==> config.mk <==
export PLATFORM = sky130hd
export DESIGN_NAME = i2c_ptr_write_slave
export DESIGN_NICKNAME = d
export VERILOG_FILES = /design/src/rtl/i2cw_pkg.sv /design/src/rtl/i2cw_line_sampler.sv /design/src/rtl/i2cw_bit_shifter.sv /design/src/rtl/i2cw_ctrl.sv /design/src/rtl/i2c_ptr_write_slave.sv
export SDC_FILE = /design/constraint.sdc
export NUM_CORES = 1
export LEC_CHECK = 0
export CORE_ASPECT_RATIO = 1.5
export CORE_UTILIZATION = 35
export DETAILED_ROUTE_END_ITERATION = 12
export GPL_ROUTABILITY_DRIVEN = 0
export PLACE_DENSITY_LB_ADDON = 0.05
export SYNTH_ARGS = -nofsm -noshare
export SYNTH_HDL_FRONTEND = slang
export SYNTH_SLANG_ARGS = --single-unit
export TNS_END_PERCENT = 100
==> constraint.sdc <==
create_clock -name clk -period 4.8 [get_ports clk]
set_input_delay 0.96 -clock clk [delete_from_list [all_inputs] [get_ports clk]]
set_output_delay 0.96 -clock clk [all_outputs]
set_load 0.03 [all_outputs]
==> src/rtl/i2cw_pkg.sv <==
package i2cw_pkg;

  localparam int BYTE_W = 8;
  localparam int CNT_W  = 4;

  typedef enum logic [1:0] {
    PH_IDLE,
    PH_ADDR,
    PH_PTR,
    PH_DATA
  } phase_t;

  // address byte: device address in bits 7..1, direction in bit 0 (0 = write)
  function automatic logic addr_hit(input logic [BYTE_W-1:0] b,
                                    input logic [6:0] dev);
    return (b[7:1] == dev) && (b[0] == 1'b0);
  endfunction

  // word pointer advance, wrapping modulo 2**BYTE_W
  function automatic logic [BYTE_W-1:0] ptr_next(input logic [BYTE_W-1:0] p);
    return p + {{(BYTE_W-1){1'b0}}, 1'b1};
  endfunction

endpackage

==> src/rtl/i2cw_line_sampler.sv <==
module i2cw_line_sampler #(
  parameter int SYNC_STAGES = 2
) (
  input  logic clk,
  input  logic rst_n,
  input  logic scl_in,
  input  logic sda_in,
  output logic scl_rise,
  output logic scl_fall,
  output logic start_det,
  output logic stop_det,
  output logic sda_bit
);

  logic [SYNC_STAGES-1:0] scl_sync, sda_sync;
  logic scl_q, sda_q;
  logic scl_s, sda_s;

  always_ff @(posedge clk or negedge rst_n) begin
    if (!rst_n) begin
      scl_sync <= '1;
      sda_sync <= '1;
      scl_q    <= 1'b1;
      sda_q    <= 1'b1;
    end else begin
      scl_sync[0] <= scl_in;
      sda_sync[0] <= sda_in;
      for (int i = 1; i < SYNC_STAGES; i++) begin
        scl_sync[i] <= scl_sync[i-1];
        sda_sync[i] <= sda_sync[i-1];
      end
      scl_q <= scl_s;
      sda_q <= sda_s;
    end
  end

  assign scl_s = scl_sync[SYNC_STAGES-1];
  assign sda_s = sda_sync[SYNC_STAGES-1];

  assign scl_rise  = scl_s & ~scl_q;
  assign scl_fall  = ~scl_s & scl_q;
  assign start_det = scl_s & scl_q & sda_q & ~sda_s;
  assign stop_det  = scl_s & scl_q & ~sda_q & sda_s;
  assign sda_bit   = sda_s;

endmodule

==> src/rtl/i2cw_bit_shifter.sv <==
module i2cw_bit_shifter
  import i2cw_pkg::*;
(
  input  logic              clk,
  input  logic              rst_n,
  input  logic              active,
  input  logic              scl_rise,
  input  logic              scl_fall,
  input  logic              start_det,
  input  logic              sda_bit,
  output logic [BYTE_W-1:0] rx_byte,
  output logic [CNT_W-1:0]  bit_cnt,
  output logic              byte_end,
  output logic              ack_end
);

  localparam logic [CNT_W-1:0] LAST_BIT = CNT_W'(BYTE_W);
  localparam logic [CNT_W-1:0] ACK_CLK  = CNT_W'(BYTE_W + 1);

  always_ff @(posedge clk or negedge rst_n) begin
    if (!rst_n) begin
      rx_byte <= '0;
      bit_cnt <= '0;
    end else if (start_det) begin
      bit_cnt <= '0;
    end else if (active) begin
      if (scl_rise && bit_cnt < LAST_BIT) begin
        rx_byte <= {rx_byte[BYTE_W-2:0], sda_bit};
        bit_cnt <= bit_cnt + 1'b1;
      end else if (scl_rise && bit_cnt == LAST_BIT) begin
        bit_cnt <= ACK_CLK;
      end else if (scl_fall && bit_cnt == ACK_CLK) begin
        bit_cnt <= '0;
      end
    end
  end

  // falling edge after the eighth data bit: acknowledge decision point
  assign byte_end = active & scl_fall & (bit_cnt == LAST_BIT);
  // falling edge of the ninth clock: end of acknowledge slot
  assign ack_end  = active & scl_fall & (bit_cnt == ACK_CLK);

  // a START always restarts bit counting
  p_start_clears_r9: assert property (@(posedge clk) disable iff (!rst_n)
    start_det |=> (bit_cnt == '0));

endmodule

==> src/rtl/i2cw_ctrl.sv <==
module i2cw_ctrl
  import i2cw_pkg::*;
#(
  parameter logic [6:0] DEV_ADDR = 7'h3C
) (
  input  logic              clk,
  input  logic              rst_n,
  input  logic              start_det,
  input  logic              stop_det,
  input  logic              byte_end,
  input  logic              ack_end,
  input  logic [BYTE_W-1:0] rx_byte,
  input  logic              wr_inhibit,
  output logic              busy,
  output logic              sda_oe,
  output logic              mem_we,
  output logic [BYTE_W-1:0] mem_addr,
  output logic [BYTE_W-1:0] mem_wdata
);

  phase_t            phase;
  logic [BYTE_W-1:0] ptr_q;
  logic              accept;
  logic              take_addr, take_ptr, take_data;

  always_comb begin
    accept = 1'b0;
    if (!wr_inhibit) begin
      case (phase)
        PH_ADDR: accept = addr_hit(rx_byte, DEV_ADDR);
        PH_PTR,
        PH_DATA: accept = 1'b1;
        default: accept = 1'b0;
      endcase
    end
  end

  // named decision events, one per phase
  assign take_addr = byte_end & accept & (phase == PH_ADDR);
  assign take_ptr  = byte_end & accept & (phase == PH_PTR);
  assign take_data = byte_end & accept & (phase == PH_DATA);
  assign busy      = (phase != PH_IDLE);

  always_ff @(posedge clk or negedge rst_n) begin
    if (!rst_n) begin
      phase     <= PH_IDLE;
      ptr_q     <= '0;
      sda_oe    <= 1'b0;
      mem_we    <= 1'b0;
      mem_addr  <= '0;
      mem_wdata <= '0;
    end else begin
      mem_we <= 1'b0;
      if (start_det) begin
        phase  <= PH_ADDR;
        sda_oe <= 1'b0;
      end else if (stop_det) begin
        phase  <= PH_IDLE;
        sda_oe <= 1'b0;
      end else if (byte_end) begin
        if (!accept) begin
          phase <= PH_IDLE;
        end else begin
          sda_oe <= 1'b1;
          if (take_addr) phase <= PH_PTR;
          if (take_ptr) begin
            ptr_q <= rx_byte;
            phase <= PH_DATA;
          end
          if (take_data) begin
            mem_we    <= 1'b1;
            mem_addr  <= ptr_q;
            mem_wdata <= rx_byte;
            ptr_q     <= ptr_next(ptr_q);
          end
        end
      end else if (ack_end) begin
        sda_oe <= 1'b0;
      end
    end
  end

  // STOP releases the line and idles the slave
  p_stop_idles_r1: assert property (@(posedge clk) disable iff (!rst_n)
    stop_det |=> (!sda_oe && !busy));

  // an idle slave never drives the line
  p_idle_quiet_r3: assert property (@(posedge clk) disable iff (!rst_n)
    !busy |-> !sda_oe);

  // pointer load takes the received byte and writes nothing
  p_ptr_load_r4: assert property (@(posedge clk) disable iff (!rst_n)
    take_ptr |=> (ptr_q == $past(rx_byte)) && !mem_we);

  // each write strobe lasts one cycle
  p_we_pulse_r5: assert property (@(posedge clk) disable iff (!rst_n)
    mem_we |=> !mem_we);

  // pointer sits one past the written address, modulo 256
  p_ptr_step_r6: assert property (@(posedge clk) disable iff (!rst_n)
    mem_we |-> (ptr_q == ptr_next(mem_addr)));

  // no write when the decision saw the inhibit
  p_inhibit_blocks_r8: assert property (@(posedge clk) disable iff (!rst_n)
    mem_we |-> !$past(wr_inhibit));

endmodule

==> src/rtl/i2c_ptr_write_slave.sv <==
module i2c_ptr_write_slave
  import i2cw_pkg::*;
#(
  parameter logic [6:0] DEV_ADDR    = 7'h3C,
  parameter int         SYNC_STAGES = 2
) (
  input  logic       clk,
  input  logic       rst_n,
  input  logic       scl_in,
  input  logic       sda_in,
  input  logic       wr_inhibit,
  output logic       sda_oe,
  output logic       mem_we,
  output logic [7:0] mem_addr,
  output logic [7:0] mem_wdata
);

  logic              scl_rise, scl_fall, start_det, stop_det, sda_bit;
  logic              busy, byte_end, ack_end;
  logic [BYTE_W-1:0] rx_byte;
  logic [CNT_W-1:0]  bit_cnt;

  i2cw_line_sampler #(.SYNC_STAGES(SYNC_STAGES)) u_sampler (
    .clk       (clk),
    .rst_n     (rst_n),
    .scl_in    (scl_in),
    .sda_in    (sda_in),
    .scl_rise  (scl_rise),
    .scl_fall  (scl_fall),
    .start_det (start_det),
    .stop_det  (stop_det),
    .sda_bit   (sda_bit)
  );

  i2cw_bit_shifter u_shifter (
    .clk       (clk),
    .rst_n     (rst_n),
    .active    (busy),
    .scl_rise  (scl_rise),
    .scl_fall  (scl_fall),
    .start_det (start_det),
    .sda_bit   (sda_bit),
    .rx_byte   (rx_byte),
    .bit_cnt   (bit_cnt),
    .byte_end  (byte_end),
    .ack_end   (ack_end)
  );

  i2cw_ctrl #(.DEV_ADDR(DEV_ADDR)) u_ctrl (
    .clk        (clk),
    .rst_n      (rst_n),
    .start_det  (start_det),
    .stop_det   (stop_det),
    .byte_end   (byte_end),
    .ack_end    (ack_end),
    .rx_byte    (rx_byte),
    .wr_inhibit (wr_inhibit),
    .busy       (busy),
    .sda_oe     (sda_oe),
    .mem_we     (mem_we),
    .mem_addr   (mem_addr),
    .mem_wdata  (mem_wdata)
  );

  // the line is only pulled low inside the acknowledge window
  p_oe_window_r7: assert property (@(posedge clk) disable iff (!rst_n)
    sda_oe |-> (bit_cnt >= CNT_W'(BYTE_W)));

endmodule

* Word level (Yosys, flattened, before mapping)
Cells that the tools add are included.
Cells by class: equal/unequal tests 8, bitwise gates (word level) 21, muxes and demuxes 25, $lt $le $gt $ge 1, reductions and logical operators 17, divide/modulo/power cells 0, shifts and indexed selects 0, multipliers 0, $add $sub $neg 2
Operators with widths (count):
- 2-to-1 mux 4 bit | 5
- 2-to-1 mux 8 bit | 2
- AND 1 bit | 14
- 2-to-1 mux 2 bit | 6
- 2-to-1 mux 1 bit | 11
- AND reduction 5 bit | 2
- adder 8 x 1 -> 8 bit (second input constant) | 1
- == test 4 bit (second input constant) | 2
- nonzero test 4 bit | 2
- == test 7 x 6 -> 1 bit (second input constant) | 1
- inverter 1 bit | 7
- AND reduction 2 bit | 3
- nonzero test 2 bit | 3
- inequality test 5 bit (second input constant) | 1
- adder 4 x 1 -> 4 bit (second input constant) | 1
- == test 2 bit (second input constant) | 2
- logical AND 1 bit | 4
- less-than comparator 4 bit (second input constant) | 1
- inequality test 4 bit (second input constant) | 1
- AND reduction 3 bit | 1
- nonzero test 3 bit | 1
- == test 2 x 1 -> 1 bit (second input constant) | 1
- case mux 1 bit (2 select lines) | 1
- OR reduction 2 bit | 1
Storage, ports and cells: RAM bits 0, register bits 46, word-level logic and storage cells 86, output and inout port bits 18, memories 0, ROM bits 0, bits in latches 0

* Depth between registers and ports, before layout
Gate-level depths: netlist (run 1).
word-level depth 12, gate-level depth with buffers 8

* By module
Synthesis (run 1) repeated with hierarchy kept, for this count alone.
Second synthesis, totals: cell total of the unflattened synthesis 172, area total of the unflattened synthesis 2187.1 sq um
Modules (own cells, without submodules):
- i2cw_ctrl | area each 1351.3 sq um, seq. area each 700.7 sq um, times used 1, cells an instance 112
- i2cw_bit_shifter | area each 645.6 sq um, seq. area each 300.3 sq um, times used 1, cells an instance 50
- i2cw_line_sampler | area each 190.2 sq um, seq. area each 157.7 sq um, times used 1, cells an instance 10

* Worst setup path after synthesis (run 1)
Ideal clock, no wire load.
path kind input -> register, start point in wr_inhibit, end point reg u_ctrl.mem_addr[5], slack 2.761 ns, buffers on the path 2, data required time 4.675 ns, stages on the path 5, data arrival time 1.914 ns, cell sequence and4bb_1 buf_4 nand3_4 buf_6 mux2_4
On the way: word-level cells in the longest chain between the ends 4
Ends and longest elaborated chain:
- start, declared | line i2c_ptr_write_slave.sv:11 | input logic wr_inhibit,
- 2-to-1 mux 1 bit * | line i2cw_ctrl.sv:28 | if (!wr_inhibit) begin
- AND 1 bit (2 in series) | line i2cw_ctrl.sv:41 | assign take_data = byte_end & accept & (phase == PH_DATA);
- AND reduction 5 bit (no line) *
- end signal, assigned | line i2cw_ctrl.sv:72 | mem_addr <= ptr_q;
- end, declared | line i2cw_ctrl.sv:17 | output logic [BYTE_W-1:0] mem_addr,
Mark *: on every way between the ends. The rest lies on a longest branch, timed or not. A chain may end at the register's enable or synchronous reset.

* Final worst setup path (run 1)
start point reg u_ctrl.phase[0], end point reg u_shifter.bit_cnt[1]
On the way: word-level cells in the longest chain between the ends 3
Ends and longest elaborated chain:
- start, declared | line i2cw_ctrl.sv:21 | phase_t phase;
- start signal, assigned | line i2cw_ctrl.sv:46 | phase <= PH_IDLE;
- start signal, assigned | line i2cw_ctrl.sv:55 | phase <= PH_ADDR;
- start signal, assigned | line i2cw_ctrl.sv:58 | phase <= PH_IDLE;
- nonzero test 2 bit | line i2cw_ctrl.sv:42 | assign busy = (phase != PH_IDLE);
- nonzero test 2 bit (no line)
- AND reduction 2 bit (no line)
- end signal, assigned | line i2cw_bit_shifter.sv:29 | bit_cnt <= bit_cnt + 1'b1;
- end, declared | line i2cw_bit_shifter.sv:12 | output logic [CNT_W-1:0] bit_cnt,
No other way between the ends.

==> metrics.md, run 1 <==
| Metric | Value |
|---|---|
| Status | `complete, no violations` |
| Placed cells | `approximately 270` |
| First-pass iteration count of the detailed router | `4` |
| Met2 usage | `0.264` |
| Core Footprint | `around 0.0059 sq mm` |
| Fmax achieved | `a little over 0.4 GHz` |
| All-layer global routing usage | `0.151` |
| Top FF cell, synth | `dfrtp_1` |
| # rows | `34` |
| Clock sinks | `46` |
| Avg Cell Area, Syn | `between 10 and 15 sq um` |
| Antenna violations before repair | `0` |
| Via density | `~5.4` |
| Syn nets | `roughly 190` |
| Net switching power | `around 0.29 mW` |
| Critical path endpoint category | `register` |
| Residual overflow from global routing | `0` |
| First-pass GRT wire length | `7580 microns` |
| WP data required | `between 4000 and 5000 ps` |
| Post-CTS resize count | `0` |
| Area of the multi-input gates | `around 940 sq um` |
| Internal power | `between 0.6 and 0.7 mW` |
| Setup violators final | `0` |
| Crit path max fanout | `20` |
| Finished Layout Cells | `~280` |
| Met1 GRT Util | `0.172` |
| Sequential cell area | `approximately 0.0012 sq mm` |
| Vias in the first global route | `roughly 1500` |
| Power Density | `364 mW/mm^2` |
| Busiest layer in global routing | `met2` |
| Die Y | `around 99 microns` |
| Postcts setup bufs | `0` |
| Number of fill cells | `~560` |
| Largest net degree at the start of global routing | `between 40 and 50` |
| Hold WC Path Type | `register to register` |
| Chip width | `between 60 and 70 microns` |
| Share of cells above drive strength 1 | `0.221` |
| Period utilization | `0.504` |
| Fin Setup TNS | `0 ps` |
| Clock Tree Buf Depth | `2` |
| Sequential fraction of the synthesis area | `0.529` |
| Starting Density | `0.371` |
| Detailed Route Iter0 Violations | `73` |
| Post-layout util | `0.425` |
| Switching share of total power | `0.313` |
| Hpwl dp | `around 3200 microns` |
| Ys async rst share | `1.00` |
| I/O pin cnt | `23` |
| EDFF count, synth | `0` |
| Clk Tree Root Cell | `clkbuf_8` |
| Routed WL | `4390 microns` |
| CTS buffer count | `5` |
| Hold path cells | `0` |
| Antenna cells | `0` |
| Max cap viols | `0` |
| Area of the die | `0.00659 sq mm` |
| Worst Max-Slew Pin Slew | `1030 ps` |
| Reg clk slew, reported paths | `about 80 ps` |
| Final Max Tran Viols | `0` |
| Vias | `between 1000 and 1500` |
| Post-layout min period | `about 2400 ps` |
| Pleak | `1.13 nW` |
| Clk_lat worst skew | `300 ps` |
| Startpoint Class | `register` |
| Post-Syn Area | `0.00219 sq mm` |
| Drt wl/cell | `~16 microns` |
| Cts hold-fix bufs | `0` |
| Synth Register Bits | `46` |
| M3 GR Usage | `0.0243` |
| Crit path arrival time | `between 2000 and 3000 ps` |
| Hold Vio Cnt, Final | `0` |
| Post-route ant nets | `0` |
| DRC | `0` |
| H-Tree Depth | `2` |
| Synth Instances | `183` |
| Area grow syn2layout | `14.7%` |
| CTS tree | `yes` |
| NumNets Final | `212` |
| Peak VDD IR | `around 0.00018 V` |
| Port Buf Inserts | `22` |
| Worst r2r path cells | `4` |
| Critical path class | `register to register` |
| Power share of the combinational group | `0.171` |
| Unrepaired setup endpoints after global routing | `false` |
| Cell variety after synth | `46` |
| Slew headroom | `0.314` |
| Ys Warns | `0` |
| Sequential power share | `0.575` |
| Clock share of power | `0.254` |
| Max Clock Skew | `7.75 ps` |
-- cells in the mapped netlist (all sizes together), types with 5 or more instances --
cell,count,share of area
nor2,11,0.019
buf,8,0.030
nand3,5,0.017
dfstp,6,0.072
o21ai,10,0.023
inv,6,0.010
dfrtp,40,0.46
nand2,9,0.015
nor3,6,0.018
a21oi,6,0.014
o22ai,6,0.017
mux2,24,0.14
-- layout by cell type (no fill, tap or decap), drive strengths merged, types with 6 or more instances in the layout --
master | synthesis | routed
dfrtp | 40 | 40
mux2 | 24 | 24
clkdlybuf4s50 | 0 | 21
nor2 | 11 | 11
o21ai | 10 | 10
nand2 | 9 | 9
inv | 6 | 6
o22ai | 6 | 6
a21oi | 6 | 6
dfstp | 6 | 6
clkbuf | 1 | 6
nor3 | 6 | 6
-- final timing paths --
path | end | slack (ps) | start
worst min-delay path | u_sampler.scl_sync[1]$_DFF_PN1_ | 360 | u_sampler.scl_sync[0]$_DFF_PN1_
worst max register to register | u_shifter.bit_cnt[1]$_DFFE_PN0P_ | 2380 | u_ctrl.phase[0]$_DFFE_PN0P_
worst max-delay path | u_shifter.bit_cnt[1]$_DFFE_PN0P_ | 2380 | u_ctrl.phase[0]$_DFFE_PN0P_
max in group asynchronous | u_ctrl.phase[0]$_DFFE_PN0P_ | 3330 | rst_n
worst min register to register | u_sampler.scl_sync[1]$_DFF_PN1_ | 360 | u_sampler.scl_sync[0]$_DFF_PN1_
min in group asynchronous | u_ctrl.mem_wdata[5]$_DFFE_PN0P_ | 830 | rst_n
-- layout make-up --
class / count / area share
Clock buffer: 6 / 0.0289
Clock inverter: 2 / 0.00548
Inverter: 6 / 0.00896
Multi-Input combinational cell: 122 / 0.374
Sequential cell: 46 / 0.461
Tap cell: 72 / 0.0359
Timing Repair Buffer: 22 / 0.0857
-- through the flow --
stage / hold WS [ps] / area, sq um / worst slack [ps] / power (mW)
after floorplan: 345 / 2190 / 2760 / 0.631
after global placement: 348 / 2430 / 2120 / 0.690
after detailed placement: 351 / 2430 / 2090 / 0.697
after CTS: 363 / 2510 / 2350 / 0.932
after global routing: 367 / 2510 / 2170 / 0.974
final: 360 / 2510 / 2380 / 0.915
-- registers in the layout, indices dropped and copies added, names as in the netlist, 2 cells and up --
signal / flops
u_ctrl.mem_addr: 8
u_ctrl.mem_wdata: 8
u_ctrl.ptr_q: 8
u_shifter.rx_byte: 8
u_shifter.bit_cnt: 4
u_ctrl.phase: 2
u_sampler.scl_sync: 2
u_sampler.sda_sync: 2
-- layer usage --
layer,share of wire,vias to the layer above
met5,0,-
met4,0.033,0
met3,0.021,12
met2,0.54,27
met1,0.41,744
li1,-,701
-- cells by family (layout without fill, tap and decap cells) --
group,after synthesis,in the layout,share of synthesized area
AO/OA/AOI/OAI,33,33,0.0965
XOR/XNOR,1,1,0.00400
adder cells (fa/ha/maj),4,4,0.0228
buffers and inverters,15,36,0.0423
flip-flops,46,46,0.529
multiplexers,27,27,0.149
AND/OR/NAND/NOR,57,57,0.156
-- power groups by stage --
stage | Clock, mW | Sequential, mW | Combinational (mW)
after floorplan | 0 | 0.494 | 0.137
after global placement | 0 | 0.534 | 0.155
after detailed placement | 0 | 0.537 | 0.160
after CTS | 0.243 | 0.529 | 0.160
after global routing | 0.258 | 0.538 | 0.178
final | 0.232 | 0.526 | 0.157
-- worst max-delay path: stages (launching register included) --
cell and delay [ps]:
dfrtp_1 770, nor2_1 200, nor2b_1 780, a21oi_1 240, a32o_1 330
No activity file was read; power rests on OpenSTA's default activity.
==> run 2: changes to the inputs <==
Clock period 4.8 ns to 2 ns, I/O delays scaled along.
==> metrics.md, run 2 (synthesis gave the netlist of run 1 again) <==
| Metric | Value |
|---|---|
| Status | `complete, no violations` |
| Most frequent cells in the layout | `dfrtp_1, clkdlybuf4s50_1, mux2_2` |
| Share of cells above drive strength 1 | `0.248` |
| # rows | `34` |
| Via density | `5.30` |
| FF-to-FF setup slack | `approximately 160 ps` |
| Vias in the first global route | `approximately 1600` |
| Crit path arrival time | `~2000 ps` |
| Hold WC Path Type | `input port to async pin` |
| Residual overflow from global routing | `0` |
| NumNets Final | `218` |
| Area grow syn2layout | `18.3%` |
| Clock sinks | `46` |
| Post-layout min period | `about 1800 ps` |
| Cts hold-fix bufs | `0` |
| Crit path max fanout | `8` |
| Pleak | `between 1 and 1.5 nW` |
| Max Clock Skew | `approximately 8 ps` |
| All-layer global routing usage | `0.159` |
| Fin Setup TNS | `0 ps` |
| Worst r2r path cells | `6` |
| Post-route ant nets | `0` |
| Total power | `~2.3 mW` |
| Finished Layout Cells | `282` |
| Placed cells | `274` |
| WP data required | `2190 ps` |
| Vias | `between 1000 and 1500` |
| Final Max Tran Viols | `0` |
| Slew headroom | `0.620` |
| Clk Tree Root Cell | `clkbuf_8` |
| Area of the multi-input gates | `around 940 sq um` |
| Unrepaired setup endpoints after global routing | `false` |
| Power Density | `between 800 and 900 mW/mm^2` |
| Hpwl dp | `3460 microns` |
| Critical path endpoint category | `register` |
| Drt wl/cell | `around 17 microns` |
| Setup violators final | `0` |
| Core Footprint | `0.00591 sq mm` |
| Period utilization | `0.922` |
| Detailed Route Iter0 Violations | `56` |
| Worst-path cell with the longest stage delay | `dfrtp_1` |
| First-pass GRT wire length | `~7900 microns` |
| Chip width | `between 60 and 70 microns` |
| Worst Max-Slew Pin Slew | `570 ps` |
| Post-CTS resize count | `0` |
| Sequential cell area | `around 0.0012 sq mm` |
| Die Y | `98.9 microns` |
| Largest net degree at the start of global routing | `25` |
| Antenna cells | `0` |
| Post-layout util | `0.438` |
| Most common cell after layout, fill and taps aside | `dfrtp_1` |
| Critical path class | `register to register` |
| I/O pin cnt | `23` |
| Hold Vio Cnt, Final | `0` |
| CTS buffer count | `5` |
| DRC | `0` |
| CP peak stage delay | `~460 ps` |
| Port Buf Inserts | `22` |
| H-Tree Depth | `2` |
| Max cap viols | `0` |
| Postcts setup bufs | `0` |
| Clk_lat worst skew | `300 ps` |
| CTS tree | `yes` |
| Peak VDD IR | `0.000520 V` |
| Number of fill cells | `roughly 570` |
| Reg clk slew, reported paths | `90 ps` |
| Startpoint Class | `register` |
| Fmax achieved | `approximately 0.54 GHz` |
| Starting Density | `0.371` |
| Antenna violations before repair | `0` |
| Area of the die | `0.00659 sq mm` |
| Clock Tree Buf Depth | `2` |
| Routed WL | `approximately 4700 microns` |
| First-pass iteration count of the detailed router | `4` |
| Critical-path cell list | `inv_1 -> ha_1 -> and4bb_1 -> and2_1 -> and4_1 -> nor3_2` |
-- run 2: changes by cell type in the layout (fill, tap and decap cells not counted), sizes merged --
| cell | delta |
|---|---|
| clkinv | -1 |
| buf | +6 |
| clkinvlp | +1 |
-- run 2: cell type report --
class | instances | area share
Sequential cell | 46 | 0.447
Multi-Input combinational cell | 122 | 0.363
Timing Repair Buffer | 28 | 0.110
Tap cell | 72 | 0.0348
Clock buffer | 6 | 0.0319
Inverter | 6 | 0.00869
Clock inverter | 2 | 0.00483
-- run 2: worst paths after layout --
check | startpoint | end
max in group asynchronous | rst_n | u_ctrl.mem_wdata[2]$_DFFE_PN0P_
setup / recovery | u_shifter.bit_cnt[0]$_DFFE_PN0P_ | u_ctrl.ptr_q[7]$_DFFE_PN0P_
setup reg to reg | u_shifter.bit_cnt[0]$_DFFE_PN0P_ | u_ctrl.ptr_q[7]$_DFFE_PN0P_
min in group clk | u_sampler.scl_sync[0]$_DFF_PN1_ | u_sampler.scl_sync[1]$_DFF_PN1_
hold / removal | rst_n | u_ctrl.mem_addr[0]$_DFFE_PN0P_
hold reg to reg | u_sampler.scl_sync[0]$_DFF_PN1_ | u_sampler.scl_sync[1]$_DFF_PN1_
-- run 2: report_power, final --
part,internal [mW],switching [mW]
Clock,0.278,0.316
Combinational,0.221,0.200
Sequential,1.06,0.190
Total,1.56,0.707
-- run 2: stage by stage --
stage | hold slack, ps | area [sq um] | worst slack (ps)
4_1_cts | 93.8 | 2590 | 149
3_3_place_gp | 347 | 2500 | 53.0
6_report | 80.2 | 2590 | 155
3_5_place_dp | 347 | 2500 | 23.7
2_1_floorplan | 104 | 2190 | 297
5_1_grt | 109 | 2590 | 20.5
-- run 2: critical path: cells and delay by family (launching register included) --
kind	cells	cell delay, ps
adder cells (fa/ha/maj)	1	220
buffers and inverters	1	90
flip-flops	1	460
AND/OR/NAND/NOR	4	960
-- run 2: routing by layer --
layer,vias to the layer above,routed length [microns],track usage
li1,714,-,-
met1,750,1980,0.178
met2,24,2540,0.288
met3,8,100,0.0278
met4,0,114,0.0622
met5,-,0,0
==> run 3: changes to the inputs <==
Settings changed: GPL_TIMING_DRIVEN from default to 0.
==> metrics.md, run 3 (synthesis gave the netlist of run 1 again) <==
| Metric | Value |
|---|---|
| Status | `complete, no violations` |
| CTS buffer count | `5` |
| Hold WC Path Type | `input port to async pin` |
| Routed WL | `4540 microns` |
| Most common cell after layout, fill and taps aside | `dfrtp_1` |
| Die Y | `around 99 microns` |
| CP top delay family | `flip-flops` |
| Crit path arrival time | `a little over 2000 ps` |
| Worst Max-Slew Pin Slew | `roughly 500 ps` |
| Starting Density | `0.371` |
| # rows | `34` |
| Clock Tree Buf Depth | `2` |
| Largest net degree at the start of global routing | `27` |
| Reg clk slew, reported paths | `around 90 ps` |
| Antenna cells | `0` |
| Period utilization | `0.941` |
| Most frequent cells in the layout | `dfrtp_1, clkdlybuf4s50_1, mux2_2` |
| WP data required | `2180 ps` |
| Core Footprint | `slightly below 0.006 sq mm` |
| Fin Setup TNS | `0 ps` |
| Drt wl/cell | `roughly 16 microns` |
| Detailed Route Iter0 Violations | `approximately 110` |
| Cts hold-fix bufs | `0` |
| Critical-path cell list | `inv_1 -> ha_1 -> and4bb_1 -> buf_4 -> nand3_4 -> buf_6 -> mux2_4` |
| CTS tree | `yes` |
| Max cap viols | `0` |
| Reg-to-Reg End | `u_ctrl.mem_wdata[2]$_DFFE_PN0P_` |
| CP peak stage delay | `around 440 ps` |
| Postcts setup bufs | `0` |
| Post-CTS resize count | `0` |
| I/O pin cnt | `23` |
| Pleak | `1.18 nW` |
| Worst r2r path cells | `7` |
| Clk Tree Root Cell | `clkbuf_8` |
| Residual overflow from global routing | `0` |
| CP startpoint | `u_shifter.bit_cnt[0]$_DFFE_PN0P_` |
| Clock sinks | `46` |
| Hold Vio Cnt, Final | `0` |
| Setup violators final | `0` |
| Fmax achieved | `~0.53 GHz` |
| Area of the die | `between 0.006 and 0.007 sq mm` |
| Crit path max fanout | `10` |
| WP buf/inv | `3` |
| Critical path endpoint category | `register` |
| H-Tree Depth | `2` |
| Via density | `5.36` |
| Clk_lat worst skew | `300 ps` |
| Power Density | `~870 mW/mm^2` |
| Hpwl dp | `3310 microns` |
| Vias in the first global route | `1605` |
| First-pass GRT wire length | `around 7800 microns` |
| Startpoint Class | `register` |
| Chip width | `66.6 microns` |
| Post-route ant nets | `0` |
| First-pass iteration count of the detailed router | `5` |
| Slew headroom | `0.674` |
| Unrepaired setup endpoints after global routing | `false` |
| Share of cells above drive strength 1 | `0.257` |
| Area grow syn2layout | `19.2%` |
| Antenna violations before repair | `0` |
| FF-to-FF setup slack | `about 120 ps` |
| Port Buf Inserts | `22` |
| Post-layout min period | `about 1900 ps` |
| All-layer global routing usage | `0.158` |
| DRC | `0` |
| Post-layout util | `0.442` |
| Vias | `roughly 1500` |
| Final Max Tran Viols | `0` |
| Worst-path cell with the longest stage delay | `dfrtp_1` |
| NumNets Final | `~220` |
| Critical path class | `register to register` |
| R2R Path Start | `u_shifter.bit_cnt[0]$_DFFE_PN0P_` |
| Peak VDD IR | `roughly 0.00041 V` |
| Max Clock Skew | `between 9 and 10 ps` |
run 3: final cells by class:
cell class              instances  area [sq um]
plain buffers                   9          70.1
clock buffers                   6          82.6
clock inverters                 2          12.5
fillers                       568          3300
inverters                       6          22.5
multi-input cells             122           940
flip-flops and latches         46          1160
well taps                      72          90.1
repair buffers                 23           235
run 3: worst max path at each step:
stage,end,depth (start not counted)
floorplan,u_ctrl.mem_addr[5]$_DFFE_PN0P_,7
CTS,u_ctrl.mem_wdata[2]$_DFFE_PN0P_,7
finish,u_ctrl.mem_wdata[2]$_DFFE_PN0P_,7
detailed placement,u_ctrl.mem_wdata[2]$_DFFE_PN0P_,6
global placement,u_shifter.bit_cnt[1]$_DFFE_PN0P_,1
global route,u_ctrl.ptr_q[5]$_DFFE_PN0P_,8
run 3: worst register-to-register path, stage by stage, from the launching register on:
cell and delay [ps]:
dfrtp_1 440, inv_1 70, ha_1 240, and4bb_1 200, buf_4 160, nand3_4 160
buf_6 190, mux2_4 310
run 3: power by group:
part | internal, mW | leakage, nW | total [mW] | switching (mW)
registers | 1.06 | 0.599 | 1.25 | 0.192
logic | 0.223 | 0.536 | 0.426 | 0.203
clock network | 0.278 | 0.0472 | 0.599 | 0.321
total | 1.56 | 1.18 | 2.27 | 0.716
run 3: layer usage:
metal  vias to the layer above  wire [microns]  GRT usage
met5                         -               0          0
met4                         0              70     0.0573
met3                         8             117     0.0370
met2                        37            2500      0.290
met1                       760            1850      0.170
li1                        729               -          -
run 3: metrics by stage:
stage / total power, mW / hold WS [ps] / setup WS, ps / cell area (sq um) / cells
6_report: 2.27 / 49.1 / 118 / 2610 / 286
5_1_grt: 2.42 / 74.3 / 8.90 / 2610 / 286
4_1_cts: 2.30 / 61.6 / 98.1 / 2610 / 286
3_5_place_dp: 1.69 / 348 / -75.9 / 2520 / 278
3_3_place_gp: 1.66 / 349 / -741 / 2500 / 277
2_1_floorplan: 1.51 / 104 / 297 / 2190 / 183
